<file path="config.mk">
export PLATFORM = sky130hd
export DESIGN_NAME = dac_frontend
export DESIGN_NICKNAME = d
export VERILOG_FILES = /design/src/rtl/dac_fe_pkg.sv /design/src/rtl/dac_fe_regs.sv /design/src/rtl/dac_fe_update.sv /design/src/rtl/dac_fe_interp_div.sv /design/src/rtl/dac_frontend.sv
export SDC_FILE = /design/constraint.sdc
export NUM_CORES = 1
export LEC_CHECK = 0
export BUFFER_PORTS_ARGS = -buffer_cell sky130_fd_sc_hd__buf_2
export CAP_MARGIN = 40
export CORE_MARGIN = 3
export CORE_UTILIZATION = 23
export DETAILED_ROUTE_END_ITERATION = 10
export GPL_TIMING_DRIVEN = 0
export PLACE_DENSITY = 0.38
export SLEW_MARGIN = 20
export SYNTH_ARGS = -nofsm -noshare
export SYNTH_HDL_FRONTEND = slang
export SYNTH_HIERARCHICAL = 1
export SYNTH_SLANG_ARGS = --single-unit
</file>
<file path="constraint.sdc">
create_clock -name clk_i -period 3.5 [get_ports clk_i]
set_input_delay 0.175 -clock clk_i [delete_from_list [all_inputs] [get_ports clk_i]]
set_output_delay 0.175 -clock clk_i [all_outputs]
set_load 0.01 [all_outputs]
</file>
<file path="src/rtl/dac_fe_pkg.sv">
package dac_fe_pkg;
  localparam int unsigned DATA_W = 16;
  localparam int unsigned NARROW_W = 12;
  localparam logic [DATA_W-1:0] CTRL_RST = 16'h0200;
  localparam logic [DATA_W-1:0] CTRL_MASK = 16'h03FF;
  // control bit positions
  localparam int unsigned B_PD = 9;
  localparam int unsigned B_BUFLP = 8;
  localparam int unsigned B_OPAMP = 7;
  localparam int unsigned B_BYP = 6;
  localparam int unsigned B_TIMED = 5;
  localparam int unsigned B_RUN = 4;
  localparam int unsigned B_WIDE = 3;
  localparam int unsigned B_FAST = 2;
  typedef enum logic [1:0] {
    RNG_INTREF = 2'b00,
    RNG_REFPIN = 2'b01,
    RNG_EXTREF = 2'b10,
    RNG_SUPPLY = 2'b11
  } range_e;
endpackage

</file>
<file path="src/rtl/dac_fe_regs.sv">
module dac_fe_regs
  import dac_fe_pkg::*;
#(
  parameter int unsigned AW = 2
) (
  input  logic              clk_i,
  input  logic              rst_ni,
  input  logic              sel_i,
  input  logic              we_i,
  input  logic [AW-1:0]     addr_i,
  input  logic [DATA_W-1:0] wdata_i,
  output logic [DATA_W-1:0] rdata_o,
  output logic [DATA_W-1:0] ctrl_o,
  output logic [DATA_W-1:0] data_o,
  output logic              clear_o
);
  localparam logic [AW-1:0] A_CTRL = AW'(0);
  localparam logic [AW-1:0] A_DATA = AW'(1);

  logic [DATA_W-1:0] ctrl_q, data_q;
  logic wr_ctrl, wr_data;

  assign wr_ctrl = sel_i & we_i & (addr_i == A_CTRL);
  assign wr_data = sel_i & we_i & (addr_i == A_DATA);
  // clear acts at the writing edge, then persists while the run bit is low
  assign clear_o = (wr_ctrl & ~wdata_i[B_RUN]) | ~ctrl_q[B_RUN];

  always_ff @(posedge clk_i or negedge rst_ni) begin
    if (!rst_ni) ctrl_q <= CTRL_RST;
    else if (wr_ctrl) ctrl_q <= wdata_i & CTRL_MASK;
  end

  always_ff @(posedge clk_i or negedge rst_ni) begin
    if (!rst_ni) data_q <= '0;
    else if (clear_o) data_q <= '0;
    else if (wr_data) data_q <= wdata_i;
  end

  always_comb begin
    rdata_o = '0;
    if (addr_i == A_CTRL) rdata_o = ctrl_q;
    else if (addr_i == A_DATA) rdata_o = data_q;
  end

  assign ctrl_o = ctrl_q;
  assign data_o = data_q;

  p_rsv_zero_r2: assert property (@(posedge clk_i) disable iff (!rst_ni)
    wr_ctrl |=> (ctrl_q[DATA_W-1:10] == '0));
  p_clr_holds_r7: assert property (@(posedge clk_i) disable iff (!rst_ni)
    clear_o |=> (data_q == '0));
endmodule

</file>
<file path="src/rtl/dac_fe_update.sv">
module dac_fe_update
  import dac_fe_pkg::*;
#(
  parameter int unsigned SYNC_STAGES = 2
) (
  input  logic              clk_i,
  input  logic              rst_ni,
  input  logic              timer_i,
  input  logic              timed_i,
  input  logic              wide_i,
  input  logic              clear_i,
  input  logic [DATA_W-1:0] data_i,
  output logic [DATA_W-1:0] code_o
);
  logic [SYNC_STAGES:0] sync_q;
  logic tick, load;
  logic [DATA_W-1:0] sel_code, code_q;

  assign sync_q[0] = timer_i;
  for (genvar g = 0; g < SYNC_STAGES; g++) begin : g_sync
    always_ff @(posedge clk_i or negedge rst_ni) begin
      if (!rst_ni) sync_q[g+1] <= 1'b0;
      else sync_q[g+1] <= sync_q[g];
    end
  end

  logic prev_q;
  always_ff @(posedge clk_i or negedge rst_ni) begin
    if (!rst_ni) prev_q <= 1'b0;
    else prev_q <= sync_q[SYNC_STAGES];
  end

  assign tick = sync_q[SYNC_STAGES] & ~prev_q;
  assign load = ~timed_i | tick;
  assign sel_code = wide_i ? data_i : {{(DATA_W-NARROW_W){1'b0}}, data_i[NARROW_W-1:0]};

  always_ff @(posedge clk_i or negedge rst_ni) begin
    if (!rst_ni) code_q <= '0;
    else if (clear_i) code_q <= '0;
    else if (load) code_q <= sel_code;
  end

  assign code_o = code_q;

  p_clear_r6: assert property (@(posedge clk_i) disable iff (!rst_ni)
    clear_i |=> (code_q == '0));
  p_hold_r5: assert property (@(posedge clk_i) disable iff (!rst_ni)
    (timed_i && !tick && !clear_i) |=> $stable(code_q));
  p_follow_r4: assert property (@(posedge clk_i) disable iff (!rst_ni)
    (!timed_i && !clear_i) |=> (code_q[NARROW_W-1:0] == $past(data_i[NARROW_W-1:0])));
endmodule

</file>
<file path="src/rtl/dac_fe_interp_div.sv">
module dac_fe_interp_div #(
  parameter int unsigned FAST_DIV = 16,
  parameter int unsigned SLOW_DIV = 32
) (
  input  logic clk_i,
  input  logic rst_ni,
  input  logic run_i,
  input  logic fast_i,
  input  logic pclk_en_i,
  output logic en_o
);
  localparam int unsigned CW = $clog2(SLOW_DIV);
  localparam logic [CW-1:0] FAST_M = CW'(FAST_DIV - 1);
  localparam logic [CW-1:0] SLOW_M = CW'(SLOW_DIV - 1);

  logic [CW-1:0] cnt_q;
  logic term;

  always_ff @(posedge clk_i or negedge rst_ni) begin
    if (!rst_ni) cnt_q <= '0;
    else if (!run_i) cnt_q <= '0;
    else if (pclk_en_i) cnt_q <= cnt_q + 1'b1;
  end

  // both divisors are powers of two, so masking the free count suffices
  assign term = fast_i ? ((cnt_q & FAST_M) == FAST_M) : (cnt_q == SLOW_M);
  assign en_o = run_i & pclk_en_i & term;

  p_en_gated_r9: assert property (@(posedge clk_i) disable iff (!rst_ni)
    en_o |-> (pclk_en_i && run_i));
  p_no_back2back_r9: assert property (@(posedge clk_i) disable iff (!rst_ni)
    en_o |=> !en_o);
endmodule

</file>
<file path="src/rtl/dac_frontend.sv">
module dac_frontend
  import dac_fe_pkg::*;
#(
  parameter int unsigned AW = 2,
  parameter int unsigned SYNC_STAGES = 2,
  parameter int unsigned FAST_DIV = 16,
  parameter int unsigned SLOW_DIV = 32
) (
  input  logic              clk_i,
  input  logic              rst_ni,
  input  logic              bus_sel_i,
  input  logic              bus_we_i,
  input  logic [AW-1:0]     bus_addr_i,
  input  logic [DATA_W-1:0] bus_wdata_i,
  output logic [DATA_W-1:0] bus_rdata_o,
  input  logic              timer_i,
  input  logic              pclk_en_i,
  output logic [DATA_W-1:0] code_o,
  output logic              out_en_o,
  output logic              buf_lp_o,
  output logic              opamp_o,
  output logic              buf_bypass_o,
  output logic              interp_mode_o,
  output logic [1:0]        range_o,
  output logic              interp_en_o
);
  logic [DATA_W-1:0] ctrl, data;
  logic clear;

  dac_fe_regs #(.AW(AW)) u_regs (
    .clk_i, .rst_ni,
    .sel_i(bus_sel_i), .we_i(bus_we_i), .addr_i(bus_addr_i),
    .wdata_i(bus_wdata_i), .rdata_o(bus_rdata_o),
    .ctrl_o(ctrl), .data_o(data), .clear_o(clear)
  );

  dac_fe_update #(.SYNC_STAGES(SYNC_STAGES)) u_upd (
    .clk_i, .rst_ni, .timer_i,
    .timed_i(ctrl[B_TIMED]), .wide_i(ctrl[B_WIDE]), .clear_i(clear),
    .data_i(data), .code_o
  );

  dac_fe_interp_div #(.FAST_DIV(FAST_DIV), .SLOW_DIV(SLOW_DIV)) u_div (
    .clk_i, .rst_ni, .run_i(ctrl[B_WIDE]), .fast_i(ctrl[B_FAST]),
    .pclk_en_i, .en_o(interp_en_o)
  );

  assign out_en_o = ~ctrl[B_PD];
  assign buf_lp_o = ctrl[B_BUFLP];
  assign opamp_o = ctrl[B_OPAMP];
  assign buf_bypass_o = ctrl[B_BYP];
  assign interp_mode_o = ctrl[B_WIDE];
  assign range_o = ctrl[1:0];

  p_narrow_r8: assert property (@(posedge clk_i) disable iff (!rst_ni)
    !interp_mode_o |=> (code_o[DATA_W-1:NARROW_W] == '0));
  p_pd_r3: assert property (@(posedge clk_i) disable iff (!rst_ni)
    (bus_sel_i && bus_we_i && bus_addr_i == AW'(0)) |=> (out_en_o == !$past(bus_wdata_i[B_PD])));
endmodule

</file>
# --- Word level (Yosys, flattened, before mapping) ---
# Cells that the tools add are included.
totals:
  reg_bits: 50
  inputBits: 24
  output_inout_bits: 40
  wordCells: 39
classes:
  n_addsub: 1
  n_eq_ne: 4
  mux: 10
  bitwise: 14
  reduce_logical: 3
op_table:
  columns: ["op", "count"]
  rows:
  - ["$mux W16", 7]
  - ["$mux W5", 2]
  - ["$and A1 B1 Y1", 7]
  - ["$add A5 B1 Y5 const B", 1]
  - ["$eq A5 B5 Y1 const B", 1]
  - ["$not A1 Y1", 5]
  - ["$eq A4 B4 Y1 const B", 1]
  - ["$reduce_bool A2 Y1", 2]
  - ["$eq A2 B1 Y1 const B", 1]
  - ["$logic_not A2 Y1", 1]
  - ["$ne A2 B2 Y1 const B", 1]
  - ["$or A1 B1 Y1", 2]
  - ["$mux W1", 1]

# --- Longest topological paths before layout ---
depth:
  depth_word: 5
  mapped_depth: 6

# --- By module ---
# Netlist, hierarchy kept.
by_module_without_submodules:
  columns: ["module", "n_inst", "cells_per_inst", "area_per_inst_um2", "seq_area_each_um2"]
  rows:
  - ["dac_fe_regs", 1, 130, 1312.5, 651.9]
  - ["dac_fe_update", 1, 60, 835.8, 475.5]
  - ["dac_fe_interp_div", 1, 25, 280.3, 125.1]
  - ["dac_frontend", 1, 1, 3.8, 0.0]

# --- Least setup slack after synthesis ---
# OpenSTA, ideal clock, no wires.
synth_timing:
  path_kind: "in2reg"
  from: "input port bus_addr_i[0]"
  to: "register u_upd.code_q[2] (netlist: u_upd/code_o[2])"
  setup_ps: 125
  t_arrival_ps: 1621
  t_required_ps: 3375
  slack_ps: 1754
  stages: 6
  n_path_buf: 3
  cell_sequence: "buf_2 > o41ai_4 > buf_6 > nand3b_4 > buf_6 > mux2_4"
synth_between:
  elab_chain_len: 5
synth_lines:
  columns: ["item", "line", "rtl"]
  rows:
  - ["from (decl)", "dac_frontend.sv:13", "input logic [AW-1:0] bus_addr_i,"]
  - ["$logic_not A2 Y1 (*)", "dac_fe_regs.sv:23", "assign wr_ctrl = sel_i & we_i & (addr_i == A_CTRL);"]
  - ["$and A1 B1 Y1 (*)", "dac_fe_regs.sv:23", null]
  - ["$and A1 B1 Y1 (*)", "dac_fe_regs.sv:26", "assign clear_o = (wr_ctrl & ~wdata_i[B_RUN]) | ~ctrl_q[B_RUN];"]
  - ["$or A1 B1 Y1 (*)", "dac_fe_regs.sv:26", null]
  - ["net clear", "dac_frontend.sv:28", "logic clear;"]
  - ["$mux W16 or $reduce_bool A2 Y1 (tied branches)", null, null]
  - ["to (signal assigned)", "dac_fe_update.sv:40", "else if (load) code_q <= sel_code;"]
  - ["to (decl)", "dac_fe_update.sv:17", "logic [DATA_W-1:0] sel_code, code_q;"]
# Mark *: on every way through the listed nets, which the timed path passes. The rest lies on a longest branch.
# A chain may end at the register's enable or synchronous reset.

# --- Worst setup path in the final report ---
layout_timing:
  from: "register u_div.cnt_q[0]"
  to: "output port interp_en_o"
layout_between:
  elab_chain_len: 3
layout_lines:
  columns: ["item", "line", "rtl"]
  rows:
  - ["from (decl)", "dac_fe_interp_div.sv:16", "logic [CW-1:0] cnt_q;"]
  - ["from (signal assigned)", "dac_fe_interp_div.sv:22", "else if (pclk_en_i) cnt_q <= cnt_q + 1'b1;"]
  - ["$eq A5 B5 Y1 or $eq A4 B4 Y1 (tied branches)", "dac_fe_interp_div.sv:26", "assign term = fast_i ? ((cnt_q & FAST_M) == FAST_M) : (cnt_q == SLOW_M);"]
  - ["$mux W1 (*)", "dac_fe_interp_div.sv:26", null]
  - ["$and A1 B1 Y1 (*)", "dac_fe_interp_div.sv:27", "assign en_o = run_i & pclk_en_i & term;"]
  - ["to (decl)", "dac_frontend.sv:25", "output logic interp_en_o"]
# Mark *: on every way between the ends. The rest lies on a longest branch, timed or not.

==> run_results.csv <==
group,metric,value,unit
setup_path,cp.arrival,1.86,ns
timing,setup_viol,0,
clock_tree,htree_levels,2,
placement,place_congestion,0.684,
setup_path,path_cells,"ha_1 -> and3_1 -> ha_1 -> and4b_1 -> a41o_1 -> buf_2",
global_route,grt_pass1_wl,9430,µm
setup_path,worstSetupEndpointType,"primary output",
status,status,"complete, no violations",
global_route,overflow,0,
timing,rsz0062_at_grt,"false",
yosys,syn_area,2380,µm²
power,powerDensity,444,nW/µm²
clock_tree,clkSinkCount,50,
global_route,antenna_found_initial,0,
routing,dr.pass1.iters,4,
layout,nets,305,
layout,antennaDiodeCount,0,
yosys,syn_nets,235,
placement,dp_hpwl,4240,µm
floorplanning,die_height,108,µm
layout,drive_above_1_share,37.9,%
power,ir_drop,0.176,mV
timing,clock_skew,0.0114,ns
floorplanning,die_area,11600,µm²
setup_path,critical-path-top-delay-family,"flip-flops",
clock_tree,cts_buffers,5,
timing,hold_violations,0,
yosys,synth_cells,209,
clock_tree,insertion_delay,0.31,ns
floorplanning,start_util,24.1,%
setup_path,startpoint_type,"register",
yosys,synth_warnings,6,
timing,period_minus_slack,2.03,ns
setup_path,critical_path_required,3.32,ns
layout,final_cell_mix,"64 x buf_2, 49 x dfrtp_1, 36 x nand2_1",
timing,fin_crit_sh,58.0,%
routing,drtIter0Drc,36,
timing,tns,0,ns
setup_path,cp_common_cell,"ha_1",
global_route,gr-usage-met1,15.3,%
setup_path,worst-path-buf-inv,1,
global_route,use_met3,2.64,%
clock_tree,cts_tree,"done",
routing,drc,0,
global_route,grt_pass1_vias,1697,
floorplanning,fp-row-count,36,
clock_tree,clk_path_buf_depth,2,
yosys,syn_area_per_cell,11.4,µm²
floorplanning,core,9910,µm²
routing,vias,1663,
timing,fmax,0.492,GHz
layout,layout_commonest_cell,"buf_2",
timing,whs,0.0968,ns
global_route,grt.busiest_layer,"met2",
timing,max_slew_margin,54.5,%
setup_path,crit_path_top_delay_cell,"dfrtp_1",
floorplanning,ios,64,
worst_hold_path,hold_start,"bus_wdata_i[9]",
global_route,met2_usage,16.1,%
timing,worstMarginPinSlew,0.682,ns
clock_tree,post_cts_buffers,0,
power,p_leak,1.54,nW
floorplanning,dieWidth,108,µm
clock_tree,clk_pin_slew,0.11,ns
worst_hold_path,min_path_type,"in -> reg",
run,maxCapViolCount,0,
timing,slew_violations,0,
routing,routed_wl,6020,µm
global_route,grt_max_degree,51,
setup_path,path_class,"reg -> out",
layout,area_delta_synth_final,25.5,%
setup_path,r2r-start,"u_regs/ctrl_o[4]",
setup_path,critPathLaunch,"u_div/cnt_q[0]",
layout,fin_util,30.2,%
placement,port_buffers,61,
routing,via_per_inst,4.03,
routing,antenna_left,0,
routing,routedWlPerCell,14.6,µm
layout,fill_cells,1066,
setup_path,critPathMaxStageDelay,0.43,ns
setup_path,cp_max_fo,3,
clock_tree,cts-root-buf,"clkbuf_8",
global_route,grt.total_usage,10.7,%
[metal layers]
| layer | vias up | wire length [µm] |
|---|---|---|
| met4 | 0 | 38 |
| met5 | - | 0 |
| li1 | 844 | - |
| met2 | 41 | 2650 |
| met1 | 776 | 3050 |
| met3 | 2 | 285 |
[worst reg2reg max path, delay by kind of cell, from the launching register on]
family	cells	cell delay [ns]
flip-flops	1	0.45
multiplexers	1	0.31
AND/OR/NAND/NOR	1	0.22
buffers and inverters	2	0.44
AO/OA/AOI/OAI	1	0.13
[stage by stage]
step / worst slack (ns) / instances / instance area, µm² / power [mW]
after floorplan: 1.75 / 209 / 2380 / 0.817
after global placement: 1.43 / 403 / 2860 / 0.921
after detailed placement: 1.44 / 403 / 2860 / 0.922
after CTS: 1.45 / 413 / 2990 / 1.36
after global routing: 1.36 / 413 / 2990 / 1.41
final: 1.47 / 413 / 2990 / 1.33
[sequential cells by signal, summed over array words and instances, names as in the netlist]
signal         cells
u_regs/data_o     16
u_upd/code_o      16
u_regs/ctrl_o     10
u_div/cnt_q        5
u_upd/sync_q       2
u_upd/prev_q       1
[final timing paths]
check	slack, ns	to	depth (start not counted)
max in group asynchronous	2.60	u_upd/code_o[0]	2
worst max-delay path	1.47	interp_en_o	6
min in group asynchronous	0.45	u_upd/code_o[10]	2
worst min-delay path	0.1	u_regs/data_o[9]	3
worst max register to register	1.84	u_upd/code_o[4]	5
worst min register to register	0.39	u_upd/sync_q[2]	0
[timing repair]
action                                  CTS  global route
hold endpoints to repair                 50             0
gates resized for setup                   0             0
endpoints found under the setup margin    0             0
hold buffers                              2             0
[area by class of cell]
type / count / area [µm²] / share of cell area, %
Inverter: 6 / 22.5 / 0.753
Tap cell: 133 / 166 / 5.56
Multi-Input combinational cell: 143 / 1030 / 34.5
Clock inverter: 3 / 45.0 / 1.51
Clock buffer: 5 / 68.8 / 2.30
Buffer: 10 / 76.3 / 2.55
Timing Repair Buffer: 63 / 328 / 11.0
Sequential cell: 50 / 1250 / 41.9
[where the power goes]
| part | internal [mW] | switching [mW] |
|---|---|---|
| logic | 0.113 | 0.131 |
| clock network | 0.213 | 0.213 |
| registers | 0.620 | 0.0383 |
(Power assumes the default switching activity.)
